[config.mk]
export PLATFORM = sky130hd
export DESIGN_NAME = symdec
export DESIGN_NICKNAME = d
export VERILOG_FILES = /design/src/rtl/symdec_pkg.sv /design/src/rtl/symdec_classify.sv /design/src/rtl/symdec_runlen.sv /design/src/rtl/symdec_framer.sv /design/src/rtl/symdec.sv
export SDC_FILE = /design/constraint.sdc
export NUM_CORES = 1
export LEC_CHECK = 0
export BUFFER_PORTS_ARGS = -buffer_cell sky130_fd_sc_hd__buf_2
export CORE_AREA = 4 4 41 43
export DETAILED_ROUTE_END_ITERATION = 6
export DIE_AREA = 0 0 45 47
export PLACE_DENSITY_LB_ADDON = 0.3
export SLEW_MARGIN = 20
export SYNTH_ARGS = -nofsm -noshare
export SYNTH_HDL_FRONTEND = slang
export SYNTH_SLANG_ARGS = --single-unit
[constraint.sdc]
create_clock -name clk -period 3.99 [get_ports clk]
set_input_delay 0.399 -clock clk [delete_from_list [all_inputs] [get_ports clk]]
set_output_delay 0.399 -clock clk [all_outputs]
set_load 0.01 [all_outputs]
[src/rtl/symdec_pkg.sv]
package symdec_pkg;

  localparam int CODE_W = 6;
  localparam int NUM_DATA = 6;

  typedef enum logic [1:0] {
    K_NONE = 2'd0,
    K_TOP  = 2'd1,
    K_DATA = 2'd2
  } kind_e;

  typedef struct packed {
    kind_e      kind;
    logic [2:0] idx;
  } sym_cls_t;

  localparam logic [CODE_W-1:0] TOP_LO = 6'h3E;
  localparam logic [CODE_W-1:0] TOP_HI = 6'h3F;

  localparam logic [CODE_W-1:0] DATA_LO [NUM_DATA] = '{6'h33, 6'h30, 6'h2D, 6'h2B, 6'h29, 6'h26};
  localparam logic [CODE_W-1:0] DATA_HI [NUM_DATA] = '{6'h35, 6'h32, 6'h2F, 6'h2C, 6'h2A, 6'h28};

  // Sort one code word into separator, data symbol with index, or nothing.
  function automatic sym_cls_t classify(input logic [CODE_W-1:0] code);
    sym_cls_t r;
    r.kind = K_NONE;
    r.idx  = 3'd0;
    if (code >= TOP_LO && code <= TOP_HI) begin
      r.kind = K_TOP;
    end else begin
      for (int i = NUM_DATA - 1; i >= 0; i--) begin
        if (code >= DATA_LO[i] && code <= DATA_HI[i]) begin
          r.kind = K_DATA;
          r.idx  = 3'(i);
        end
      end
    end
    return r;
  endfunction

endpackage

[src/rtl/symdec_classify.sv]
module symdec_classify
  import symdec_pkg::*;
(
  input  logic [CODE_W-1:0] code,
  output sym_cls_t          cls
);

  always_comb cls = classify(code);

endmodule

[src/rtl/symdec_runlen.sv]
module symdec_runlen
  import symdec_pkg::*;
#(
  parameter int N_SYM = 6,
  parameter int N_TOP = 3
) (
  input  logic       clk,
  input  logic       rst,
  input  sym_cls_t   cls,
  output logic       top_hit,
  output logic       data_hit,
  output logic [2:0] hit_idx
);

  localparam int NMAX = (N_SYM > N_TOP) ? N_SYM : N_TOP;
  localparam int CMAX = NMAX + 1;
  localparam int CW   = $clog2(CMAX + 1);

  sym_cls_t        prev_q;
  logic [CW-1:0]   run_q;
  logic [CW-1:0]   run_nxt;
  logic            same;

  always_comb begin
    same = (cls == prev_q);
    if (!same)                    run_nxt = CW'(1);
    else if (run_q == CW'(CMAX))  run_nxt = run_q;
    else                          run_nxt = run_q + CW'(1);
  end

  // The count saturates above both thresholds, so each crossing happens once per run.
  assign top_hit  = (cls.kind == K_TOP)  && (run_nxt == CW'(N_TOP));
  assign data_hit = (cls.kind == K_DATA) && (run_nxt == CW'(N_SYM));
  assign hit_idx  = cls.idx;

  always_ff @(posedge clk) begin
    if (rst) begin
      prev_q <= '{kind: K_NONE, idx: 3'd0};
      run_q  <= '0;
    end else begin
      prev_q <= cls;
      run_q  <= run_nxt;
    end
  end

endmodule

[src/rtl/symdec_framer.sv]
module symdec_framer (
  input  logic       clk,
  input  logic       rst,
  input  logic       top_hit,
  input  logic       data_hit,
  input  logic [2:0] hit_idx,
  output logic       sep_armed,
  output logic       sym_valid,
  output logic [2:0] sym_idx
);

  logic emit;
  assign emit = data_hit && sep_armed;

  always_ff @(posedge clk) begin
    if (rst) begin
      sep_armed <= 1'b0;
      sym_valid <= 1'b0;
      sym_idx   <= 3'd0;
    end else begin
      sym_valid <= emit;
      if (emit) sym_idx <= hit_idx;
      if (top_hit)   sep_armed <= 1'b1;
      else if (emit) sep_armed <= 1'b0;
    end
  end

endmodule

[src/rtl/symdec.sv]
module symdec
  import symdec_pkg::*;
#(
  parameter int N_SYM = 6,
  parameter int N_TOP = 3
) (
  input  logic              clk,
  input  logic              rst,
  input  logic [CODE_W-1:0] code_in,
  output logic              sym_valid,
  output logic [2:0]        sym_idx
);

  sym_cls_t   cls;
  logic       top_hit;
  logic       data_hit;
  logic [2:0] hit_idx;
  logic       sep_armed;

  symdec_classify u_cls (
    .code (code_in),
    .cls  (cls)
  );

  symdec_runlen #(.N_SYM(N_SYM), .N_TOP(N_TOP)) u_run (
    .clk      (clk),
    .rst      (rst),
    .cls      (cls),
    .top_hit  (top_hit),
    .data_hit (data_hit),
    .hit_idx  (hit_idx)
  );

  symdec_framer u_frm (
    .clk       (clk),
    .rst       (rst),
    .top_hit   (top_hit),
    .data_hit  (data_hit),
    .hit_idx   (hit_idx),
    .sep_armed (sep_armed),
    .sym_valid (sym_valid),
    .sym_idx   (sym_idx)
  );

endmodule

After elaboration in Yosys (flattened, before gate mapping)
Cells that the tools add are included.
Widths: inputs -> output; s select.
- register bits after elaboration: 13
- output and inout bits: 4
- add/sub/neg operators: 1
- magnitude comparators: 14
- reductions and logical operators: 11
- muxes and demuxes: 12
- equal/unequal tests: 6
- operators by type and width (operator ; number):
    $ge 6x6->1 const B ; 7
    $le 6x6->1 const B ; 7
    $mux 5 ; 6
    $logic_and 1x1->1 ; 10
    $mux 3 ; 3
    $eq 3x3->1 const B ; 2
    $eq 5x5->1 ; 1
    $add 3x1->3 const B ; 1
    $eq 3x2->1 const B ; 1
    $eq 2x1->1 const B ; 1
    $eq 2x2->1 const B ; 1
    $mux 1 ; 2
    $mux 2 ; 1
    $reduce_bool 2->1 ; 1

Longest topological paths before layout
Gate-level depths: netlist of the first run.
- word-level depth: 16
- depth in mapped cells: 7
- depth with buffers taken out: 6

Hierarchy
A second synthesis of the first run with hierarchy kept.
- cell total of the unflattened synthesis: 78
- area total of the unflattened synthesis: 715.7 µm²
- by module, submodules not included (module ; area each (µm²) ; seq. area each (µm²) ; times used ; cells each):
    symdec_runlen ; 410.4 ; 160.2 ; 1 ; 40
    symdec_framer ; 195.2 ; 100.1 ; 1 ; 21
    symdec_classify ; 110.1 ; 0.0 ; 1 ; 17

Worst setup path before layout of the first run
OpenSTA, ideal clock, no wires.
- path kind: input -> register
- start: input port code_in[3]
- end: register u_frm.sym_idx[0]
- slack: 1984 ps
- data arrival time: 1883 ps
- buffers on the path: 1
- stages on the path: 7
- path through: buf_4 nand4b_1 o21ai_1 o311a_4 xor2_2 nor4_4 mux2_1
- word-level cells in the longest chain between the ends: 14
- RTL lines (element ; RTL line ; RTL):
    from (decl) ; symdec.sv:9 ; input logic [CODE_W-1:0] code_in,
    $ge 6x6->1 or $le 6x6->1 (tied branches) ; symdec_pkg.sv:32 ; if (code >= DATA_LO[i] && code <= DATA_HI[i]) begin
    $logic_and 1x1->1 ; symdec_pkg.sv:32 ;
    $mux 5 (6 in a row) ; symdec_pkg.sv:32 ;
    $mux 3 or $mux 2 (tied branches) ; symdec_pkg.sv:28 ; if (code >= TOP_LO && code <= TOP_HI) begin
    $eq 5x5->1 ; symdec_runlen.sv:25 ; same = (cls == prev_q);
    $mux 3 ; symdec_runlen.sv:26 ; if (!same) run_nxt = CW'(1);
    $eq 3x3->1 ; symdec_runlen.sv:33 ; assign data_hit = (cls.kind == K_DATA) && (run_nxt == CW'(N_SYM));
    $logic_and 1x1->1 ; symdec_runlen.sv:33 ;
    $logic_and 1x1->1 ; symdec_framer.sv:13 ; assign emit = data_hit && sep_armed;
    to (signal assigned) ; symdec_framer.sv:22 ; if (emit) sym_idx <= hit_idx;
    to (decl) ; symdec_framer.sv:9 ; output logic [2:0] sym_idx
Several ways; a longest one is shown, not always the timed one.
A chain may end at the register's enable or synchronous reset.

Final worst setup path of the first run
- start: register u_run.run_q[0]
- end: register u_frm.sym_idx[2]
- word-level cells in the longest chain between the ends: 6
- RTL lines (element ; RTL line ; RTL):
    from (decl) ; symdec_runlen.sv:20 ; logic [CW-1:0] run_q;
    from (signal assigned) ; symdec_runlen.sv:42 ; run_q <= run_nxt;
    $add 3x1->3 or $eq 3x3->1 (tied branches) ; symdec_runlen.sv:28, symdec_runlen.sv:27 ;
    $mux 3 * ; symdec_runlen.sv:27 ; else if (run_q == CW'(CMAX)) run_nxt = run_q;
    $mux 3 * ; symdec_runlen.sv:26 ;
    $eq 3x3->1 * ; symdec_runlen.sv:33 ;
    $logic_and 1x1->1 * ; symdec_runlen.sv:33 ;
    $logic_and 1x1->1 * ; symdec_framer.sv:13 ;
Mark *: on every way between the ends. The rest lies on a longest branch, timed or not.

==> run_summary.xml, run 1 <==
<?xml version="1.0" encoding="UTF-8"?>
<metrics>
  <group name="global_routing">
    <metric name="track_usage" unit="%">15.59</metric>
    <metric name="grt_max_degree" unit="">14</metric>
    <metric name="grt_pass1_vias" unit="">542</metric>
    <metric name="grt_pass1_wl" unit="um">2277</metric>
    <metric name="groute.layer.met3.usage" unit="%">2.299</metric>
    <metric name="global_route.overflow_total" unit="">0</metric>
    <metric name="groute.layer.met2.usage" unit="%">25.99</metric>
    <metric name="grt.busiest_layer" unit="">met2</metric>
    <metric name="grt.met1_usage" unit="%">17.87</metric>
    <metric name="initial_antenna_violation_count" unit="">0</metric>
  </group>
  <group name="setup_path">
    <metric name="crit_path_max_fanout" unit="">6</metric>
    <metric name="crit_arrival" unit="ns">2.06</metric>
    <metric name="critical_path.cell_chain" unit="">ha_1, nand4b_1, nand3_1, nand4_1, nor4_4, mux2_1</metric>
    <metric name="crit_path_start_kind" unit="">flip-flop</metric>
    <metric name="path_delay_family" unit="">simple AND/OR/NAND/NOR gates</metric>
    <metric name="rrSetupSlack" unit="ns">2.10</metric>
    <metric name="critical_path.endpoint_type" unit="">flip-flop</metric>
    <metric name="worst-setup-path-type" unit="">flip-flop to flip-flop</metric>
    <metric name="critPathMaxStageDelay" unit="ns">0.37</metric>
    <metric name="worst-endpoint-required" unit="ns">4.16</metric>
    <metric name="timing.critical_path.slowest_stage_cell" unit="">ha_1</metric>
    <metric name="critical_path.n_buffers_inverters" unit="">0</metric>
  </group>
  <group name="sta">
    <metric name="unrepaired_setup_endpoints_after_global_routing" unit="">no</metric>
    <metric name="worst-slew-pin-transition" unit="ns">0.4298</metric>
    <metric name="min_period" unit="ns">1.894</metric>
    <metric name="fin_worst_skew" unit="ns">0.002252</metric>
    <metric name="period_share" unit="%">47.47</metric>
    <metric name="clock.fmax" unit="MHz">528.0</metric>
    <metric name="finalMaxSlewViolations" unit="">0</metric>
    <metric name="hold_violations" unit="">0</metric>
    <metric name="hold-worst-slack" unit="ns">0.4041</metric>
    <metric name="finalSetupViolCount" unit="">0</metric>
    <metric name="max_slew_margin" unit="%">71.25</metric>
    <metric name="finalSetupTns" unit="ns">0</metric>
  </group>
  <group name="clocking">
    <metric name="root_buffer" unit="">clkbuf_4</metric>
    <metric name="cts_hold_repair.buffers" unit="">0</metric>
    <metric name="post_cts.resized_instances" unit="">0</metric>
    <metric name="cts_tree" unit="">yes</metric>
    <metric name="cts_num_sinks" unit="">13</metric>
    <metric name="cts.reportedPaths.clkPinSlew" unit="ns">0.08</metric>
    <metric name="ctsLongestPathBuffers" unit="">2</metric>
    <metric name="cts_h_tree_lvls" unit="">1</metric>
    <metric name="cts_buffers" unit="">3</metric>
    <metric name="insertion_delay" unit="ns">0.28</metric>
    <metric name="cts.repair_timing.setup_buffer_count" unit="">0</metric>
  </group>
  <group name="cells_and_area">
    <metric name="antennaDiodeCount" unit="">0</metric>
    <metric name="layout.cells.most_common" unit="">dfxtp_1</metric>
    <metric name="design.final.nets" unit="">93</metric>
    <metric name="drive_gt1_share" unit="%">25.30</metric>
    <metric name="multi_input_area" unit="um2">430.4</metric>
    <metric name="fillers" unit="">127</metric>
    <metric name="layout-area-overhead-vs-synth" unit="%">11.99</metric>
    <metric name="seqCellArea" unit="um2">260.3</metric>
    <metric name="final_core_utilization" unit="%">61.06</metric>
    <metric name="mostFrequentLayoutCells" unit="">dfxtp_1 (13), buf_2 (11), nand4b_1 (6)</metric>
  </group>
  <group name="detailed_routing">
    <metric name="detail-route-antenna-nets" unit="">0</metric>
    <metric name="drt-initial-drc-count" unit="">21</metric>
    <metric name="average_detailed_routed_wire_length_per_instance" unit="um">13.48</metric>
    <metric name="post_drt_via_cell_ratio" unit="">5.765</metric>
    <metric name="postRouteWirelength" unit="um">1321</metric>
    <metric name="detailroute.via_count" unit="">565</metric>
    <metric name="drt-pass1-iter-count" unit="">4</metric>
    <metric name="drc" unit="">0</metric>
  </group>
  <group name="synthesis">
    <metric name="synthesis.area" unit="um2">709.4</metric>
    <metric name="synthFlopType" unit="">dfxtp_1</metric>
    <metric name="mappedNetlistNets" unit="">80</metric>
    <metric name="synth.ff_latch_count" unit="">13</metric>
    <metric name="postSynth.asyncResetShare" unit="%">0</metric>
    <metric name="synthesis.instances" unit="">71</metric>
    <metric name="seq_area_frac_synth" unit="%">36.68</metric>
    <metric name="synthDistinctLibCells" unit="">32</metric>
    <metric name="synth_edf_count" unit="">0</metric>
    <metric name="post_synth.cell_area_avg" unit="um2">9.992</metric>
    <metric name="ys.warnings.count" unit="">0</metric>
  </group>
  <group name="floorplan">
    <metric name="boundaryPins" unit="">12</metric>
    <metric name="die_ar" unit="mm2">0.002115</metric>
    <metric name="die_h" unit="um">47</metric>
    <metric name="core-area" unit="mm2">0.001301</metric>
    <metric name="initial_utilization" unit="%">54.52</metric>
    <metric name="chipWidth" unit="um">45</metric>
    <metric name="placement_rows" unit="">13</metric>
  </group>
  <group name="run">
    <metric name="max_cap_viol_count" unit="">0</metric>
  </group>
  <group name="outcome">
    <metric name="outcome" unit="">finished, final reports clean</metric>
  </group>
  <group name="pwr">
    <metric name="ir_worst_vdd" unit="uV">160.4</metric>
    <metric name="power_density" unit="mW/mm2">336.5</metric>
    <metric name="leakagePower" unit="nW">0.3339</metric>
  </group>
  <group name="placement">
    <metric name="io_buffer_count" unit="">11</metric>
    <metric name="routabilityCongestion" unit="">0.7085</metric>
    <metric name="detailedPlacementHpwl" unit="um">1011</metric>
  </group>
  <group name="min_path">
    <metric name="hold_path.class" unit="">input port to flip-flop</metric>
  </group>
</metrics>
layout make-up:
cell class / count / area share, %
repair buffers: 11 / 6.929
well taps: 15 / 2.362
clock buffers: 4 / 3.307
multi-input cells: 54 / 54.17
flip-flops and latches: 13 / 32.76
inverters: 1 / 0.4724
worst min-delay path, delay by kind of cell:
| family | cells | cell delay [ns] |
|---|---|---|
| buffers and inverters | 1 | 0.15 |
| and+or+nand+nor | 2 | 0.10 |
through the flow:
step | instance area, um2 | std cells | power (mW) | setup slack (ns)
after detailed placement | 768.2 | 94 | 0.1855 | 1.860
after global placement | 768.2 | 94 | 0.1834 | 1.889
after global routing | 794.5 | 98 | 0.2775 | 1.963
after floorplan | 709.4 | 71 | 0.1737 | 1.984
final | 794.5 | 98 | 0.2674 | 2.096
after CTS | 794.5 | 98 | 0.2681 | 2.072
registers in the layout (all words and copies together) (netlist names):
signal	flops
u_frm.sym_valid	1
u_frm.sep_armed	1
u_run.prev_q	5
u_frm.sym_idx	3
u_run.run_q	3
kinds of logic after synthesis:
family	count (synthesis)	share of synthesized area (%)
AOI/OAI and AO/OA	9	11.11
xor gates and xnor gates	6	8.467
adders and majority gates	1	1.763
buffers and inverters	4	2.646
DFF	13	36.68
muxes	5	7.584
and+or+nand+nor	33	31.75
Yosys cell counts, drive strengths merged, types with 2 or more instances:
master / n / area share, %
a21oi: 3 / 2.6
clkbuf: 2 / 1.1
dfxtp: 13 / 37
mux2: 3 / 4.8
mux2i: 2 / 2.8
nand2: 4 / 2.1
nand3: 2 / 1.4
nand4b: 6 / 7.4
nor2: 4 / 2.1
nor2b: 5 / 4.4
nor3: 4 / 3.5
nor4: 2 / 3.9
o21ai: 2 / 1.4
xnor2: 2 / 2.5
xor2: 4 / 6.0
where the power goes:
group	switching [mW]	internal, mW	leakage (nW)
sequential	0.00342	0.133	0.106
combinational	0.0264	0.0191	0.213
clock	0.0462	0.0388	0.0150
layer usage:
metal	wire length, um	vias to the layer above
met3	61	4
met1	582	264
met5	0	-
met4	37	0
li1	-	286
met2	640	11
final timing paths:
| path | end | cells past startpoint | start |
|---|---|---|---|
| max | u_frm.sym_idx[2] | 6 | u_run.run_q[0] |
| min | u_run.prev_q[4] | 3 | code_in[5] |
| max reg2reg | u_frm.sym_idx[2] | 6 | u_run.run_q[0] |
| min reg2reg | u_frm.sep_armed | 2 | u_frm.sep_armed |
(Power assumes the default switching activity.)
==> run 2: changes to the inputs <==
- ABC_AREA: unset -> 1
- CORE_AREA: 4 4 41 43 -> unset
- CORE_MARGIN: unset -> 4
- CORE_UTILIZATION: unset -> 55
- DIE_AREA: 0 0 45 47 -> unset
- clock period: 3.99 -> 1.97 ns (I/O delays scaled with it)
==> run 2 against run 1 <==
  * Critical path depth up 3
  * Wire length up 26%
  * First-iteration DRC count shrank 33%
  * Fmax is 15% higher
  * Clock-buffer cell count unchanged
==> run_summary.xml, run 2 <==
<?xml version="1.0" encoding="UTF-8"?>
<metrics>
  <group name="detailed_routing">
    <metric name="drt-initial-drc-count" unit="">14</metric>
    <metric name="detailroute.via_count" unit="">858</metric>
    <metric name="average_detailed_routed_wire_length_per_instance" unit="um">9.531</metric>
    <metric name="drt-pass1-iter-count" unit="">4</metric>
    <metric name="postRouteWirelength" unit="um">1668</metric>
    <metric name="drc" unit="">0</metric>
    <metric name="detail-route-antenna-nets" unit="">0</metric>
    <metric name="post_drt_via_cell_ratio" unit="">4.903</metric>
  </group>
  <group name="cells_and_area">
    <metric name="layout-area-overhead-vs-synth" unit="%">10.94</metric>
    <metric name="largest-register" unit="">u_run.prev_q</metric>
    <metric name="drive_gt1_share" unit="%">22.01</metric>
    <metric name="fillers" unit="">147</metric>
    <metric name="antennaDiodeCount" unit="">0</metric>
    <metric name="layout.cells.most_common" unit="">nand2_1</metric>
    <metric name="number_of_flip_flops_in_the_largest_register" unit="">5</metric>
    <metric name="largest_registers" unit="">u_run.prev_q x5, u_frm.sym_idx x3, u_run.run_q x3</metric>
    <metric name="design.final.nets" unit="">169</metric>
    <metric name="mostFrequentLayoutCells" unit="">nand2_1 (38), inv_1 (25), nor2_1 (25)</metric>
    <metric name="multi_input_area" unit="um2">515.5</metric>
    <metric name="seqCellArea" unit="um2">260.3</metric>
  </group>
  <group name="clocking">
    <metric name="cts.reportedPaths.clkPinSlew" unit="ns">0.07</metric>
    <metric name="ctsLongestPathBuffers" unit="">2</metric>
    <metric name="cts_num_sinks" unit="">13</metric>
    <metric name="cts_tree" unit="">yes</metric>
    <metric name="insertion_delay" unit="ns">0.28</metric>
    <metric name="post_cts.resized_instances" unit="">0</metric>
    <metric name="root_buffer" unit="">clkbuf_4</metric>
    <metric name="cts_hold_repair.buffers" unit="">0</metric>
    <metric name="cts.repair_timing.setup_buffer_count" unit="">0</metric>
    <metric name="cts_buffers" unit="">3</metric>
    <metric name="cts_h_tree_lvls" unit="">1</metric>
  </group>
  <group name="sta">
    <metric name="clock.fmax" unit="MHz">609.7</metric>
    <metric name="postLayoutSetupSlackWorst" unit="ns">0.3297</metric>
    <metric name="fin_worst_skew" unit="ns">0.007676</metric>
    <metric name="period_share" unit="%">83.26</metric>
    <metric name="hold-worst-slack" unit="ns">0.2273</metric>
    <metric name="finalMaxSlewViolations" unit="">0</metric>
    <metric name="worst-slew-pin-transition" unit="ns">0.3921</metric>
    <metric name="min_period" unit="ns">1.640</metric>
    <metric name="max_slew_margin" unit="%">73.58</metric>
    <metric name="finalSetupTns" unit="ns">0</metric>
    <metric name="hold_violations" unit="">0</metric>
    <metric name="unrepaired_setup_endpoints_after_global_routing" unit="">no</metric>
    <metric name="finalSetupViolCount" unit="">0</metric>
  </group>
  <group name="synthesis">
    <metric name="synth.ff_latch_count" unit="">13</metric>
    <metric name="synth_edf_count" unit="">0</metric>
    <metric name="netlist.area_leader.share" unit="%">29.17</metric>
    <metric name="post-synth-top-area-cell" unit="">dfxtp_1</metric>
    <metric name="ys.warnings.count" unit="">0</metric>
    <metric name="synthDistinctLibCells" unit="">21</metric>
    <metric name="synth_most_common_cell" unit="">nand2_1</metric>
    <metric name="synthFlopType" unit="">dfxtp_1</metric>
    <metric name="post_synth.cell_area_avg" unit="um2">6.152</metric>
    <metric name="netlist_top_cells_area" unit="">dfxtp_1 (29%), nand2_1 (16%), inv_1 (11%)</metric>
    <metric name="synthesis.area" unit="um2">892.1</metric>
    <metric name="synthesis.instances" unit="">145</metric>
    <metric name="mappedNetlistNets" unit="">154</metric>
    <metric name="synth.cells.most_frequent" unit="">nand2_1 (38), inv_1 (25), nor2_1 (25)</metric>
    <metric name="seq_area_frac_synth" unit="%">29.17</metric>
    <metric name="postSynth.asyncResetShare" unit="%">0</metric>
  </group>
  <group name="placement">
    <metric name="io_buffer_count" unit="">11</metric>
    <metric name="post-place-ws" unit="ns">0.2569</metric>
    <metric name="detailedPlacementHpwl" unit="um">1349</metric>
    <metric name="routabilityCongestion" unit="">0.8879</metric>
  </group>
  <group name="setup_path">
    <metric name="worst-setup-path-type" unit="">flip-flop to flip-flop</metric>
    <metric name="crit_path_start_kind" unit="">flip-flop</metric>
    <metric name="critPathMaxStageDelay" unit="ns">0.37</metric>
    <metric name="critPathMostFrequentCell" unit="">nand2_1</metric>
    <metric name="crit_path_max_fanout" unit="">5</metric>
    <metric name="crit_arrival" unit="ns">1.86</metric>
    <metric name="critical_path.endpoint_type" unit="">flip-flop</metric>
    <metric name="startpoint_of_the_worst_register_to_register_path" unit="">u_run.run_q[0]</metric>
    <metric name="path_delay_family" unit="">simple AND/OR/NAND/NOR gates</metric>
    <metric name="worst-endpoint-required" unit="ns">2.18</metric>
    <metric name="endpoint_of_the_lowest_slack_register_to_register_path" unit="">u_frm.sym_idx[1]</metric>
    <metric name="timing.critical_path.slowest_stage_cell" unit="">dfxtp_1</metric>
    <metric name="critical_path.n_buffers_inverters" unit="">1</metric>
    <metric name="reg2reg_depth" unit="">9</metric>
    <metric name="critical_path.cell_chain" unit="">ha_1, nand2_1, nand2_1, o21ai_0, nor3_4, nand4_2, nand2_1, inv_1, nor2_1</metric>
    <metric name="rrSetupSlack" unit="ns">0.33</metric>
  </group>
  <group name="floorplan">
    <metric name="initial_utilization" unit="%">58.54</metric>
    <metric name="core-area" unit="mm2">0.001524</metric>
    <metric name="chipWidth" unit="um">48.28</metric>
    <metric name="placement_rows" unit="">14</metric>
    <metric name="die_h" unit="um">48.28</metric>
    <metric name="die_ar" unit="mm2">0.002330</metric>
    <metric name="boundaryPins" unit="">12</metric>
  </group>
  <group name="global_routing">
    <metric name="track_usage" unit="%">17.79</metric>
    <metric name="grt_max_degree" unit="">12</metric>
    <metric name="grt_pass1_vias" unit="">741</metric>
    <metric name="grt_pass1_wl" unit="um">2939</metric>
    <metric name="global_route.overflow_total" unit="">0</metric>
    <metric name="initial_antenna_violation_count" unit="">0</metric>
  </group>
  <group name="min_path">
    <metric name="whs_endpoint" unit="">u_frm.sep_armed</metric>
    <metric name="hold_path.class" unit="">input port to flip-flop</metric>
    <metric name="launch_instance_of_the_worst_min_delay_path" unit="">rst</metric>
    <metric name="holdPathStages" unit="">2</metric>
  </group>
  <group name="pwr">
    <metric name="ir_worst_vdd" unit="uV">551.3</metric>
    <metric name="finalPower" unit="mW">0.5717</metric>
    <metric name="power_density" unit="mW/mm2">577.6</metric>
    <metric name="leakagePower" unit="nW">0.5602</metric>
  </group>
  <group name="run">
    <metric name="max_cap_viol_count" unit="">0</metric>
  </group>
  <group name="outcome">
    <metric name="outcome" unit="">finished, final reports clean</metric>
  </group>
</metrics>
==> run 2: cell count changes after synthesis, sizes merged, moves of 3 or more <==
cell,change
nand3,+14
mux2,-3
nor2,+27
nand2,+38
inv,+29
nand4,+4
xor2,-3
nor2b,-5
nand4b,-6
==> run 2: worst max path at each step <==
stage / from / cells past startpoint / to / slack, ns
after floorplan: u_run.run_q[0] / 9 / u_frm.sym_idx[0] / 0.49
after global routing: u_run.run_q[0] / 9 / u_frm.sym_idx[2] / 0.12
after CTS: u_run.run_q[0] / 9 / u_frm.sym_idx[2] / 0.31
after detailed placement: code_in[1] / 14 / u_frm.sep_armed / 0.26
final: u_run.run_q[0] / 9 / u_frm.sym_idx[1] / 0.33
after global placement: code_in[1] / 14 / u_frm.sep_armed / 0.29
==> run 2: cell type report <==
cell class              count  area share [%]
well taps                  16           2.023
clock buffers               4           2.655
flip-flops and latches     13           26.30
inverters                  30           11.38
repair buffers             11           5.563
multi-input cells         101           52.09
==> run 2: cells by family (layout without fill, tap and decap cells) <==
group | after synthesis | in the layout | synth area share (%)
buffers and inverters | 31 | 45 | 13.04
DFF | 13 | 13 | 29.17
and+or+nand+nor | 96 | 96 | 53.02
adders and majority gates | 1 | 1 | 1.402
AOI/OAI and AO/OA | 3 | 3 | 2.384
xor gates and xnor gates | 1 | 1 | 0.9819
==> run 2: report_power, final <==
group          switching (mW)  internal, mW
Combinational          0.0853        0.0441
Clock                  0.0870        0.0785
Sequential            0.00588         0.271
Total                   0.178         0.393
==> run 2: metrics by stage <==
stage                     instance area [um2]  util, %  instances
after detailed placement                963.4    63.22        171
after global placement                  963.4    63.22        171
final                                   989.7    64.94        175
after global routing                    989.7    64.94        175
after floorplan                         892.1        -        145
after CTS                               989.7    64.94        175
==> run 2: per-layer routing <==
layer | routed length, um | track usage [%] | vias up
met5 | 0 | 0 | -
met4 | 6 | 1.613 | 0
met3 | 71 | 6.642 | 2
met2 | 755 | 27.34 | 10
met1 | 834 | 24.61 | 379
li1 | - | - | 467
==> run 3: changes to the inputs <==
- CORE_UTILIZATION: 55 -> 50
- clock period: 1.97 -> 1.5 ns (I/O delays scaled with it)
==> run 3 against run 2 <==
  * Register-to-register slack got worse by 0.27 ns
  * First-iteration DRC count grew 14%
  * Wire length grew 23%
  * Critical endpoint unchanged
  * Largest cell class unchanged
  * Highest routed layer unchanged
==> run_summary.xml, run 3 (synthesis gave the netlist of run 2 again) <==
<?xml version="1.0" encoding="UTF-8"?>
<metrics>
  <group name="outcome">
    <metric name="outcome" unit="">finished, final reports clean</metric>
  </group>
  <group name="setup_path">
    <metric name="critical_path.endpoint_type" unit="">flip-flop</metric>
    <metric name="worst-endpoint-required" unit="ns">1.69</metric>
    <metric name="crit_arrival" unit="ns">1.63</metric>
    <metric name="timing.critical_path.slowest_stage_cell" unit="">dfxtp_2</metric>
    <metric name="crit_path_max_fanout" unit="">4</metric>
    <metric name="worst-setup-path-type" unit="">flip-flop to flip-flop</metric>
    <metric name="critical_path.cell_chain" unit="">ha_4, nand2_4, xor2_4, nor3_4, buf_6, nand4_1, nand2_1, nor2_2</metric>
    <metric name="crit_path_start_kind" unit="">flip-flop</metric>
    <metric name="critPathMaxStageDelay" unit="ns">0.35</metric>
  </group>
  <group name="cells_and_area">
    <metric name="drive_gt1_share" unit="%">34.71</metric>
    <metric name="antennaDiodeCount" unit="">0</metric>
    <metric name="layout.cells.most_common" unit="">nand2_1</metric>
    <metric name="largest_registers" unit="">u_run.prev_q x5, u_frm.sym_idx x3, u_run.run_q x3</metric>
    <metric name="mostFrequentLayoutCells" unit="">nand2_1 (36), inv_1 (25), nor2_1 (20)</metric>
    <metric name="design.final.nets" unit="">180</metric>
    <metric name="fillers" unit="">147</metric>
    <metric name="layoutNonFillerInstCount" unit="">195</metric>
    <metric name="stdcell_area" unit="mm2">0.001172</metric>
    <metric name="number_of_flip_flops_in_the_largest_register" unit="">5</metric>
    <metric name="layout-area-overhead-vs-synth" unit="%">31.42</metric>
    <metric name="largest-register" unit="">u_run.prev_q</metric>
  </group>
  <group name="placement">
    <metric name="placement.cell_area" unit="mm2">0.001050</metric>
    <metric name="routabilityCongestion" unit="">0.8107</metric>
    <metric name="io_buffer_count" unit="">11</metric>
    <metric name="detailedPlacementHpwl" unit="um">1526</metric>
    <metric name="post-place-cells" unit="">190</metric>
  </group>
  <group name="clocking">
    <metric name="cts_buffers" unit="">3</metric>
    <metric name="cts_num_sinks" unit="">13</metric>
    <metric name="cts_tree" unit="">yes</metric>
    <metric name="cts.reportedPaths.clkPinSlew" unit="ns">0.08</metric>
    <metric name="root_buffer" unit="">clkbuf_4</metric>
    <metric name="ctsLongestPathBuffers" unit="">2</metric>
    <metric name="insertion_delay" unit="ns">0.28</metric>
    <metric name="cts_h_tree_lvls" unit="">1</metric>
  </group>
  <group name="global_routing">
    <metric name="track_usage" unit="%">17.98</metric>
    <metric name="grt_max_degree" unit="">12</metric>
    <metric name="initial_antenna_violation_count" unit="">0</metric>
    <metric name="grt.busiest_layer" unit="">met2</metric>
    <metric name="groute.layer.met2.usage" unit="%">28.91</metric>
    <metric name="global_route.overflow_total" unit="">0</metric>
    <metric name="grt_pass1_wl" unit="um">3429</metric>
    <metric name="grt_pass1_vias" unit="">838</metric>
    <metric name="grt.met1_usage" unit="%">22.34</metric>
    <metric name="groute.layer.met3.usage" unit="%">5.341</metric>
  </group>
  <group name="pwr">
    <metric name="p_sw_share" unit="%">32.00</metric>
    <metric name="leakagePower" unit="nW">0.6392</metric>
    <metric name="power_density" unit="mW/mm2">703.0</metric>
    <metric name="p_int" unit="mW">0.5605</metric>
    <metric name="ir_worst_vdd" unit="uV">677.4</metric>
    <metric name="finalPower" unit="mW">0.8242</metric>
    <metric name="sequential_power_share" unit="%">44.5</metric>
    <metric name="switchingPower" unit="mW">0.2637</metric>
    <metric name="power.clock.fraction" unit="%">26.4</metric>
    <metric name="power.combinational.fraction" unit="%">29.0</metric>
  </group>
  <group name="floorplan">
    <metric name="initial_utilization" unit="%">52.23</metric>
    <metric name="core-area" unit="mm2">0.001708</metric>
    <metric name="chipWidth" unit="um">50.24</metric>
    <metric name="die_h" unit="um">50.24</metric>
    <metric name="die_ar" unit="mm2">0.002524</metric>
    <metric name="placement_rows" unit="">15</metric>
    <metric name="boundaryPins" unit="">12</metric>
  </group>
  <group name="sta">
    <metric name="min_period" unit="ns">1.438</metric>
    <metric name="clock.fmax" unit="MHz">695.3</metric>
    <metric name="max_slew_margin" unit="%">81.38</metric>
    <metric name="worst-slew-pin-transition" unit="ns">0.2774</metric>
    <metric name="finalMaxSlewViolations" unit="">0</metric>
    <metric name="finalSetupViolCount" unit="">0</metric>
    <metric name="period_share" unit="%">95.88</metric>
    <metric name="fin_worst_skew" unit="ns">0.002422</metric>
    <metric name="hold-worst-slack" unit="ns">0.1859</metric>
    <metric name="hold_violations" unit="">0</metric>
    <metric name="unrepaired_setup_endpoints_after_global_routing" unit="">yes</metric>
  </group>
  <group name="run">
    <metric name="max_cap_viol_count" unit="">0</metric>
  </group>
  <group name="detailed_routing">
    <metric name="drt-initial-drc-count" unit="">16</metric>
    <metric name="average_detailed_routed_wire_length_per_instance" unit="um">10.56</metric>
    <metric name="detailroute.via_count" unit="">933</metric>
    <metric name="post_drt_via_cell_ratio" unit="">4.785</metric>
    <metric name="detail-route-antenna-nets" unit="">0</metric>
    <metric name="drt-pass1-iter-count" unit="">4</metric>
    <metric name="drc" unit="">0</metric>
    <metric name="postRouteWirelength" unit="um">2059</metric>
  </group>
  <group name="min_path">
    <metric name="hold_path.class" unit="">input port to flip-flop</metric>
  </group>
</metrics>
run 3: path summary, 6_finish.rpt:
kind	start	to	slack, ns	cells past startpoint
hold / removal	rst	u_frm.sep_armed	0.19	2
setup reg to reg	u_run.run_q[1]	u_frm.sym_idx[1]	0.06	8
hold reg to reg	u_frm.sym_idx[0]	u_frm.sym_idx[0]	0.52	4
setup / recovery	u_run.run_q[1]	u_frm.sym_idx[1]	0.06	8
run 3: critical path, delay by kind of cell, from the launching register on:
| kind | cells | cell delay, ns |
|---|---|---|
| AND/OR/NAND/NOR | 5 | 0.52 |
| flip-flops | 1 | 0.35 |
| XOR/XNOR | 1 | 0.17 |
| adder cells (fa/ha/maj) | 1 | 0.15 |
| buffers and inverters | 1 | 0.14 |
run 3: what timing repair did:
action | in CTS | in global routing
pin swaps | 0 | 7
buffers inserted | 0 | 1
resized for setup | 1 | 20
cloned | 0 | 0
setup endpoints to repair | 4 | 4
hold buffers | 0 | 0
run 3: per-stage QoR:
step | setup TNS [ns] | utilization, % | setup WS, ns
detailed placement | -0.7850 | 61.47 | -0.1666
floorplan | 0 | - | 0.01585
CTS | 0 | 63.00 | 0.02243
global placement | -0.3711 | 61.47 | -0.1126
global route | -0.06124 | 68.64 | -0.03875
finish | 0 | 68.64 | 0.06181
run 3: power by group through the flow:
stage          clock network [mW]  logic [mW]  registers, mW
2_1_floorplan                   0       0.131          0.370
3_3_place_gp                    0       0.194          0.370
3_5_place_dp                    0       0.199          0.371
4_1_cts                     0.222       0.201          0.362
5_1_grt                     0.244       0.266          0.368
6_report                    0.218       0.239          0.367
run 3: per-layer routing:
metal,up-vias,part of all wire (%)
li1,491,-
met1,428,48
met2,11,49
met3,3,3.1
met4,0,0.58
met5,-,0
run 3: area by class of cell:
type                       count  area [um2]  share of cell area (%)
clock buffer                   4       26.28                   2.241
inverter                      30       112.6                   9.605
multi-input combinational    101       598.1                   51.01
sequential                    13       262.8                   22.41
tap                           25       31.28                   2.668
timing repair buffer          22       141.4                   12.06
